**src/rtl/exu_pkg.sv**
```systemverilog
package exu_pkg;

    localparam int DATA_W  = 32;
    localparam int MUL_W   = 16;
    localparam int AMT_W   = 5;
    localparam int N_UNITS = 3;

    localparam int U_ADD = 0;
    localparam int U_SHF = 1;
    localparam int U_MUL = 2;

    typedef enum logic [3:0] {
        OP_NOP = 4'h0,
        OP_ADD = 4'h1,
        OP_SUB = 4'h2,
        OP_SLL = 4'h3,
        OP_SRL = 4'h4,
        OP_SRA = 4'h5,
        OP_MUL = 4'h6
    } opcode_e;

    typedef enum logic [1:0] {
        SH_LEFT  = 2'd0,
        SH_RLOG  = 2'd1,
        SH_RARI  = 2'd2
    } shmode_e;

    typedef struct packed {
        logic [N_UNITS-1:0] en;
        logic               sub;
        shmode_e            shmode;
    } dec_t;

    function automatic dec_t decode_op(input logic [3:0] op);
        dec_t d;
        d = '{en: '0, sub: 1'b0, shmode: SH_LEFT};
        case (op)
            OP_ADD: d.en[U_ADD] = 1'b1;
            OP_SUB: begin d.en[U_ADD] = 1'b1; d.sub = 1'b1; end
            OP_SLL: begin d.en[U_SHF] = 1'b1; d.shmode = SH_LEFT; end
            OP_SRL: begin d.en[U_SHF] = 1'b1; d.shmode = SH_RLOG; end
            OP_SRA: begin d.en[U_SHF] = 1'b1; d.shmode = SH_RARI; end
            OP_MUL: d.en[U_MUL] = 1'b1;
            default: d.en = '0;
        endcase
        return d;
    endfunction

endpackage

```
**src/rtl/exu_decode.sv**
```systemverilog
module exu_decode
    import exu_pkg::*;
(
    input  logic       clk,
    input  logic       rst,
    input  logic [3:0] opcode_i,
    output dec_t       dec_q,
    output logic [N_UNITS-1:0] pwr_q
);
    dec_t dec_d;

    always_comb dec_d = decode_op(opcode_i);

    always_ff @(posedge clk) begin
        if (rst) begin
            dec_q <= '{en: '0, sub: 1'b0, shmode: SH_LEFT};
            pwr_q <= '0;
        end else begin
            dec_q <= dec_d;
            pwr_q <= dec_d.en;
        end
    end
endmodule

```
**src/rtl/exu_isolate.sv**
```systemverilog
module exu_isolate
    import exu_pkg::*;
#(
    parameter int DW  = DATA_W,
    parameter int MW  = MUL_W,
    parameter int SW  = AMT_W
) (
    input  logic               clk,
    input  logic               rst,
    input  logic [DW-1:0]      opa_i,
    input  logic [DW-1:0]      opb_i,
    input  logic [N_UNITS-1:0] en_i,
    output logic [DW-1:0]      add_a,
    output logic [DW-1:0]      add_b,
    output logic [DW-1:0]      shf_a,
    output logic [SW-1:0]      shf_amt,
    output logic [MW-1:0]      mul_a,
    output logic [MW-1:0]      mul_b
);
    logic [DW-1:0] opa_q, opb_q;

    always_ff @(posedge clk) begin
        if (rst) begin
            opa_q <= '0;
            opb_q <= '0;
        end else begin
            opa_q <= opa_i;
            opb_q <= opb_i;
        end
    end

    always_comb begin
        add_a   = opa_q & {DW{en_i[U_ADD]}};
        add_b   = opb_q & {DW{en_i[U_ADD]}};
        shf_a   = opa_q & {DW{en_i[U_SHF]}};
        shf_amt = opb_q[SW-1:0] & {SW{en_i[U_SHF]}};
        mul_a   = opa_q[MW-1:0] & {MW{en_i[U_MUL]}};
        mul_b   = opb_q[MW-1:0] & {MW{en_i[U_MUL]}};
    end
endmodule

```
**src/rtl/exu_units.sv**
```systemverilog
module exu_units
    import exu_pkg::*;
#(
    parameter int DW = DATA_W,
    parameter int MW = MUL_W,
    parameter int SW = AMT_W
) (
    input  logic [DW-1:0] add_a,
    input  logic [DW-1:0] add_b,
    input  logic          sub,
    input  logic [DW-1:0] shf_a,
    input  logic [SW-1:0] shf_amt,
    input  shmode_e       shmode,
    input  logic [MW-1:0] mul_a,
    input  logic [MW-1:0] mul_b,
    output logic [DW-1:0] add_y,
    output logic [DW-1:0] shf_y,
    output logic [DW-1:0] mul_y
);
    logic [DW-1:0] mul_ax, mul_bx;

    always_comb begin
        add_y = sub ? (add_a - add_b) : (add_a + add_b);
    end

    always_comb begin
        case (shmode)
            SH_LEFT: shf_y = shf_a << shf_amt;
            SH_RLOG: shf_y = shf_a >> shf_amt;
            SH_RARI: shf_y = DW'($signed(shf_a) >>> shf_amt);
            default: shf_y = '0;
        endcase
    end

    always_comb begin
        mul_ax = DW'(mul_a);
        mul_bx = DW'(mul_b);
        mul_y  = mul_ax * mul_bx;
    end
endmodule

```
**src/rtl/exu_cluster.sv**
```systemverilog
module exu_cluster
    import exu_pkg::*;
#(
    parameter int DW = DATA_W,
    parameter int MW = MUL_W,
    parameter int SW = AMT_W
) (
    input  logic               clk,
    input  logic               rst,
    input  logic [3:0]         opcode_i,
    input  logic [DW-1:0]      opa_i,
    input  logic [DW-1:0]      opb_i,
    output logic [N_UNITS-1:0] unit_en_o,
    output logic [N_UNITS-1:0] pwr_full_o,
    output logic [DW-1:0]      add_a_o,
    output logic [DW-1:0]      add_b_o,
    output logic [DW-1:0]      shf_a_o,
    output logic [SW-1:0]      shf_amt_o,
    output logic [MW-1:0]      mul_a_o,
    output logic [MW-1:0]      mul_b_o,
    output logic [DW-1:0]      result_o,
    output logic               valid_o
);
    dec_t          dec_q;
    logic [DW-1:0] add_y, shf_y, mul_y;
    logic [DW-1:0] res_d;

    exu_decode u_dec (
        .clk(clk), .rst(rst), .opcode_i(opcode_i),
        .dec_q(dec_q), .pwr_q(pwr_full_o)
    );

    exu_isolate #(.DW(DW), .MW(MW), .SW(SW)) u_iso (
        .clk(clk), .rst(rst), .opa_i(opa_i), .opb_i(opb_i),
        .en_i(dec_q.en),
        .add_a(add_a_o), .add_b(add_b_o),
        .shf_a(shf_a_o), .shf_amt(shf_amt_o),
        .mul_a(mul_a_o), .mul_b(mul_b_o)
    );

    exu_units #(.DW(DW), .MW(MW), .SW(SW)) u_fu (
        .add_a(add_a_o), .add_b(add_b_o), .sub(dec_q.sub),
        .shf_a(shf_a_o), .shf_amt(shf_amt_o), .shmode(dec_q.shmode),
        .mul_a(mul_a_o), .mul_b(mul_b_o),
        .add_y(add_y), .shf_y(shf_y), .mul_y(mul_y)
    );

    assign unit_en_o = dec_q.en;

    always_comb begin
        res_d = '0;
        if (dec_q.en[U_ADD]) res_d = add_y;
        if (dec_q.en[U_SHF]) res_d = shf_y;
        if (dec_q.en[U_MUL]) res_d = mul_y;
    end

    always_ff @(posedge clk) begin
        if (rst) begin
            result_o <= '0;
            valid_o  <= 1'b0;
        end else begin
            result_o <= res_d;
            valid_o  <= |dec_q.en;
        end
    end
endmodule

```
**config.mk**
```make
export PLATFORM = sky130hd
export DESIGN_NAME = exu_cluster
export DESIGN_NICKNAME = d
export VERILOG_FILES = /design/src/rtl/exu_pkg.sv /design/src/rtl/exu_decode.sv /design/src/rtl/exu_isolate.sv /design/src/rtl/exu_units.sv /design/src/rtl/exu_cluster.sv
export SDC_FILE = /design/constraint.sdc
export NUM_CORES = 1
export LEC_CHECK = 0
export BUFFER_PORTS_ARGS = -buffer_cell sky130_fd_sc_hd__buf_4
export CAP_MARGIN = 20
export CORE_ASPECT_RATIO = 0.5
export CORE_MARGIN = 1.5
export CORE_UTILIZATION = 47
export DETAILED_ROUTE_END_ITERATION = 7
export PLACE_DENSITY = 0.69
export SLEW_MARGIN = 10
export SYNTH_ARGS = -nofsm -noshare
export SYNTH_HDL_FRONTEND = slang
export SYNTH_SLANG_ARGS = --single-unit
export TNS_END_PERCENT = 1
```
**constraint.sdc**
```tcl
create_clock -name clk -period 11.9 [get_ports clk]
set_input_delay 1.785 -clock clk [delete_from_list [all_inputs] [get_ports clk]]
set_output_delay 1.785 -clock clk [all_outputs]
set_load 0.02 [all_outputs]
```
==> results of run 1 <==
==> placed cells by master, fill, tap and decap left out, drive strengths merged, types with 10 or more instances in the layout <==
master and n:
and3 131, a311oi 10, o21ai 121, and2 124, nor2b 95, inv 271
nor2 132, o31ai 16, nand3 44, a221oi 19, dfxtp 103, nor3 31
a2111oi 11, nand2 263, ha 136, mux4 12, a211oi 44, nand2b 15
o211ai 29, a21oi 142, a21o 27, a31oi 24, o22ai 14, xnor2 54
buf 282, mux2i 40, fa 195, xor2 21, mux2 34
==> final timing paths <==
kind,slack [ps],startpoint,endpoint
worst min-delay path,910,u_dec.pwr_q[1],valid_o
worst max-delay path,4440,u_dec.pwr_q[2],result_o[29]
worst min register to register,910,u_dec.pwr_q[1],valid_o
worst max register to register,4440,u_dec.pwr_q[2],result_o[29]
==> critical path: stages, from the launching register on <==
cell,delay [ps]
dfxtp_4,770
and2_1,610
nand2_1,170
fa_1,560
inv_1,60
fa_1,560
fa_1,440
fa_1,470
fa_1,490
inv_1,50
fa_1,500
inv_1,50
ha_1,370
a2111oi_0,420
o21ai_0,180
a31oi_1,230
o21ai_1,200
a21boi_2,230
o221ai_1,180
a2111o_1,440
a31oi_1,210
a41oi_1,90
==> per-stage QoR <==
stage          power [W]  cells  setup WS, ps  utilization  instance area, um^2
3_5_place_dp    0.000773   3089          4620        0.524                21100
3_3_place_gp    0.000770   3088          4770        0.524                21100
5_1_grt          0.00116   3105          4050        0.532                21400
6_report         0.00111   3106          4440        0.532                21500
4_1_cts          0.00111   3105          4560        0.532                21400
2_1_floorplan   0.000636   2467          4850            -                19200
==> power groups by stage <==
stage | clock network [W] | registers, W | logic, W
floorplan | 0 | 0.000386 | 0.000250
global placement | 0 | 0.000392 | 0.000378
detailed placement | 0 | 0.000392 | 0.000380
CTS | 0.000342 | 0.000384 | 0.000383
global route | 0.000353 | 0.000386 | 0.000420
finish | 0.000336 | 0.000385 | 0.000393
==> layer usage <==
layer | wire, um | share of wire
met1 | 30400 | 0.42
met2 | 31500 | 0.44
met3 | 7570 | 0.11
met4 | 2540 | 0.035
met5 | 13 | 0.00018
==> registers in the layout (all words and copies together), names as in the netlist <==
name,cells
u_dec.dec_q,3
result_o,32
u_iso.opb_q,32
valid_o,1
u_dec.pwr_q,3
u_iso.opa_q,32
==> synthesized netlist by cell type, types with 14 or more instances <==
master | count | share of area
a31oi_1 | 23 | 0.0075
nand2b_1 | 15 | 0.0049
o21ai_1 | 20 | 0.0052
dfxtp_1 | 103 | 0.11
mux2_2 | 33 | 0.019
o21ai_0 | 98 | 0.026
nor2_1 | 131 | 0.026
o22ai_1 | 14 | 0.0046
xor2_1 | 21 | 0.0096
mux2i_1 | 40 | 0.021
fa_1 | 195 | 0.20
xnor2_1 | 54 | 0.025
a21o_1 | 27 | 0.011
a211oi_1 | 43 | 0.017
and2_1 | 118 | 0.039
o211ai_1 | 29 | 0.011
nor3_1 | 31 | 0.0081
o31ai_1 | 14 | 0.0055
nand3_1 | 44 | 0.011
buf_2 | 25 | 0.0065
a221oi_1 | 17 | 0.0078
nor2b_1 | 95 | 0.031
clkbuf_1 | 148 | 0.029
a21oi_1 | 138 | 0.036
ha_1 | 136 | 0.089
nand2_1 | 261 | 0.051
inv_1 | 264 | 0.052
and3_1 | 131 | 0.043
==> cell families (layout without fill, tap and decap cells) <==
family,count (synthesis),after routing
AOI/OAI and AO/OA,524,524
xor gates and xnor gates,75,75
adders and majority gates,331,331
buffers and inverters,468,566
DFF,103,103
muxes,86,86
other,0,1
and+or+nand+nor,880,880
==> layout make-up <==
cell class	count	area share
tap	540	0.0315
antenna	1	0.000117
timing repair buffer	282	0.0991
multi-input combinational	1896	0.711
clock inverter	7	0.00455
clock buffer	9	0.0105
sequential	103	0.0968
inverter	268	0.0469
==> impl_metrics.py, run 1 <==
metrics = {
    "timing": {
        "holdWs_ps": 907,
        "slew_viol_final": 0,
        "setup_viol": 0,
        "min_period_over_period": 0.627,
        "fmax_ghz": 0.134,
        "tns_ps": 0,
        "min_period_ps": 7460,
        "slew_headroom": 0.317,
        "worst_pin_slew_ps": 1020,
        "rsz0062_at_grt": "false",
        "hold_violations": 0,
        "skew_ps": 11.6,
    },
    "worst_setup_path": {
        "crit_path_start_kind": "flop",
        "critPathKind": "reg -> reg",
        "endpoint_kind": "flop",
        "reg2regPathDepth": 21,
        "arrival_ps": 7680,
        "crit_fanout": 83,
        "required_ps": 12120,
    },
    "power_and_ir_drop": {
        "p_leak_nw": 10.5,
        "cellPowerDensity_nw_per_um2": 52.0,
        "ir_worst_vdd_mv": 0.0647,
        "internal_power_w": 0.000678,
        "seqPwrFrac": 0.346,
        "switching_share": 0.392,
        "combPwrFrac": 0.353,
        "p_clk_frac": 0.302,
        "power.switching_w": 0.000437,
    },
    "drt": {
        "post_drt_via_cell_ratio": 6.06,
        "vias": 18800,
        "drt_iter0_drc": 2222,
        "totalWireLength_um": 72000,
        "wl_per_cell_um": 23.2,
        "drc": 0,
        "ant_nets": 0,
        "firstDrtPassIters": 5,
    },
    "layout": {
        "nNetsFinal": 2961,
        "drive_above_1_share": 0.148,
        "area_growth_pct": 11.9,
        "multi_input_area_um2": 15200,
        "ff_latch_area_um2": 2080,
        "fill_cells": 4018,
    },
    "clocking": {
        "numCtsBuffers": 9,
        "post_cts_buffers": 0,
        "cts-root-buf": "clkbuf_16",
        "cts_tree": "done",
        "clk_pin_slew_worst_paths_ps": 80,
        "clk_path_buf_depth": 2,
        "clkSinkCount": 103,
        "postCtsHoldBufs": 0,
        "cts_resized": 0,
        "htree_levels": 3,
        "clock_latency_ps": 390,
    },
    "outcome": {
        "status": "completed",
    },
    "min_path": {
        "hp-class": "reg -> reg",
        "min_path_cells": 2,
    },
    "logic_synthesis": {
        "synthFlopType": "dfxtp_1",
        "netlist_area_um2": 19200,
        "ys_ff_latch": 103,
        "syn_nets": 2868,
        "synth_top_family_by_area": "adder cells",
        "synthMuxAreaShare": 0.0550,
        "yosysUniqueCellTypes": 87,
        "synth-simple-area-share": 0.234,
        "ys_seq_area_frac": 0.108,
        "yosysWarningCount": 0,
        "synth-edff-count": 0,
        "syn_area_per_cell_um2": 7.77,
        "async_flop_share": 0,
        "synthAdderAreaFrac": 0.292,
        "synth-xor-area-share": 0.0343,
        "synth-compound-area-share": 0.180,
        "syn_inst": 2467,
    },
    "run": {
        "drv_cap": 0,
    },
    "placed_design": {
        "portBuffers": 241,
        "gp_congestion": 1.03,
        "hpwl_um": 54200,
    },
    "floorplanning": {
        "core-area_um2": 40300,
        "die_y_um": 146,
        "fp.dieArea_um2": 42100,
        "die-width_um": 289,
        "initial_core_util": 0.475,
        "rows": 52,
        "ios": 242,
    },
    "global_route": {
        "grt_remaining_overflow": 0,
        "grt_max_degree": 135,
        "grtUsageMet2": 0.514,
        "antenna_found_initial": 3,
        "use_met1": 0.475,
        "busiest_layer": "met2",
        "grt_use_met3": 0.0812,
        "grt_first_pass_wirelength_um": 109000,
        "grt_pass1_vias": 18200,
        "grtUsageTotal": 0.341,
    },
}
Power figures use the tool's default switching activity.
==> run 2: changes to the inputs <==
Clock period 11.9 ns to 6.99 ns, I/O delays scaled along.
==> run 2 against run 1 <==
The flow now finishes with violations (design-rule violations). Clock power rose by 62%. Critical path depth did not move. Wire length rose by 6.9%. Count of clock-buffer cells in the layout unchanged. Worst setup slack lost 4200 ps. Maximum frequency up 11%. First-iteration DRC count up 8.0%. Register-to-register slack lost 4200 ps. Via count grew 1.7%. Sequential share of layout area decreased by 0.16 points.
==> impl_metrics.py, run 2 (synthesis gave the netlist of run 1 again) <==
metrics = {
    "worst_setup_path": {
        "crit_chain": "and3_1 -> fa_1 -> inv_1 -> fa_1 -> fa_1 -> inv_1 -> fa_1 -> fa_1 -> inv_1 -> fa_1 -> inv_1 -> ha_1 -> a2111oi_1 -> o21ai_0 -> a31oi_1 -> o21ai_2 -> a21boi_2 -> o221ai_1 -> a2111o_1 -> a31oi_1 -> a41oi_1",
        "slowest_delay_ps": 880,
        "timing.rr.end": "result_o[29]",
        "critPathKind": "reg -> reg",
        "path_common_cell": "fa_1",
        "endpoint_kind": "flop",
        "required_ps": 7230,
        "reg2regPathDepth": 21,
        "crit_fanout": 11,
        "crit_path_start_kind": "flop",
        "crit_cells": 21,
        "r2r_start": "u_iso.opa_q[12]",
        "regToRegSetupSlack_ps": 280,
        "arrival_ps": 6950,
        "crit_buf_inv": 4,
        "worst_path_max_delay_cell": "dfxtp_1",
        "cpLargestDelayFamily": "adder cells",
    },
    "power_and_ir_drop": {
        "cellPowerDensity_nw_per_um2": 87.3,
        "internal_power_w": 0.00113,
        "combPwrFrac": 0.358,
        "p_leak_nw": 10.7,
        "seqPwrFrac": 0.356,
        "p_clk_frac": 0.285,
        "power.switching_w": 0.000775,
        "ir_worst_vdd_mv": 0.132,
        "switching_share": 0.407,
        "finalPower_w": 0.00190,
    },
    "floorplanning": {
        "initial_core_util": 0.475,
        "rows": 52,
        "die-width_um": 289,
        "core-area_um2": 40300,
        "ios": 242,
        "fp.dieArea_um2": 42100,
        "die_y_um": 146,
    },
    "drt": {
        "post_drt_via_cell_ratio": 6.07,
        "drc": 1,
        "top_layer_used": "met5",
        "totalWireLength_um": 77000,
        "drt_iter0_drc": 2400,
        "drt-met1-wl_um": 32300,
        "met2_length_um": 33300,
        "ant_nets": 0,
        "firstDrtPassIters": 8,
        "wl_per_cell_um": 24.4,
        "vias": 19100,
        "wl_met3_um": 8830,
    },
    "layout": {
        "mostFrequentLayoutCells": "322 x buf_4, 264 x inv_1, 261 x nand2_1",
        "area_growth_pct": 13.7,
        "nNetsFinal": 3006,
        "fin_area_um2": 21800,
        "layout_commonest_cell": "buf_4",
        "drive_above_1_share": 0.166,
        "biggestRegsByFlops": "result_o x32, u_iso.opa_q x32, u_iso.opb_q x32",
    },
    "timing": {
        "skew_ps": 7.72,
        "min_period_over_period": 0.959,
        "setup_viol": 0,
        "slew_viol_final": 0,
        "rsz0062_at_grt": "true",
        "worst_pin_slew_ps": 963,
        "tns_ps": 0,
        "slew_headroom": 0.357,
        "min_period_ps": 6710,
        "hold_violations": 0,
        "setup_slack_ps": 284,
        "fmax_ghz": 0.149,
    },
    "outcome": {
        "status": "finished, violations left",
        "violations": "design-rule violations",
    },
    "clocking": {
        "clock_latency_ps": 390,
        "clk_path_buf_depth": 2,
        "cts_tree": "done",
        "clk_pin_slew_worst_paths_ps": 80,
        "cts-root-buf": "clkbuf_16",
        "htree_levels": 3,
        "clkSinkCount": 103,
        "numCtsBuffers": 9,
    },
    "global_route": {
        "grt_max_degree": 65,
        "grtUsageTotal": 0.363,
        "grt_remaining_overflow": 0,
        "grt_pass1_vias": 18400,
        "antenna_found_initial": 7,
        "grt_first_pass_wirelength_um": 115000,
    },
    "min_path": {
        "min_from": "u_iso.opb_q[0]",
        "min_to": "result_o[0]",
        "hp-class": "reg -> reg",
        "min_path_cells": 2,
    },
    "placed_design": {
        "dpl-instance-area_um2": 21500,
        "dp_slack_ps": 206,
        "hpwl_um": 61000,
        "portBuffers": 241,
        "gp_congestion": 1.03,
    },
    "run": {
        "drv_cap": 0,
    },
}
run 2: metrics by stage:
stage,hold slack (ps),instances,utilization
after floorplan,800,2467,-
after global placement,747,3132,0.532
after detailed placement,751,3132,0.532
after CTS,768,3148,0.539
after global routing,794,3150,0.540
final,790,3151,0.541
run 2: tightest hold or removal path: stages, from the launching register on:
cell and delay [ps]:
dfxtp_4 470, nand3b_1 160, o31ai_1 60
run 2: what timing repair did:
item                       4_1_cts  5_1_grt
hold buffers                     0        0
setup endpoints to repair        0        8
buffers inserted                 0        1
gates resized for setup          0       10
run 2: cell type report:
cell class	count	area [um^2]
Inverter	268	1010
Multi-Input combinational cell	1896	15300
Clock inverter	7	66.3
Sequential cell	103	2080
Fill cell	3929	18500
Timing Repair Buffer	327	2490
Tap cell	540	676
Antenna cell	1	2.50
Clock buffer	9	225
run 2: worst max path at each step:
stage                          startpoint            to  slack (ps)
after floorplan            u_iso.opb_q[2]  result_o[28]         130
after global placement     u_dec.pwr_q[2]  result_o[28]         350
after detailed placement   u_dec.pwr_q[2]  result_o[28]         210
after CTS                  u_dec.pwr_q[2]  result_o[28]         140
after global routing       u_dec.pwr_q[2]  result_o[29]         -20
final                     u_iso.opa_q[12]  result_o[29]         280
run 2: power groups by stage:
stage               registers (W)  logic [W]  clock network (W)
finish                   0.000678   0.000682           0.000543
global route             0.000679   0.000723           0.000565
CTS                      0.000674   0.000659           0.000550
detailed placement       0.000688   0.000654                  0
global placement         0.000688   0.000652                  0
floorplan                0.000656   0.000426                  0
run 2: routing by layer:
layer / GRT usage / vias to the layer above
li1: - / 8607
met1: 0.512 / 9347
met2: 0.542 / 1034
met3: 0.0995 / 139
met4: 0.107 / 4
met5: 0 / -
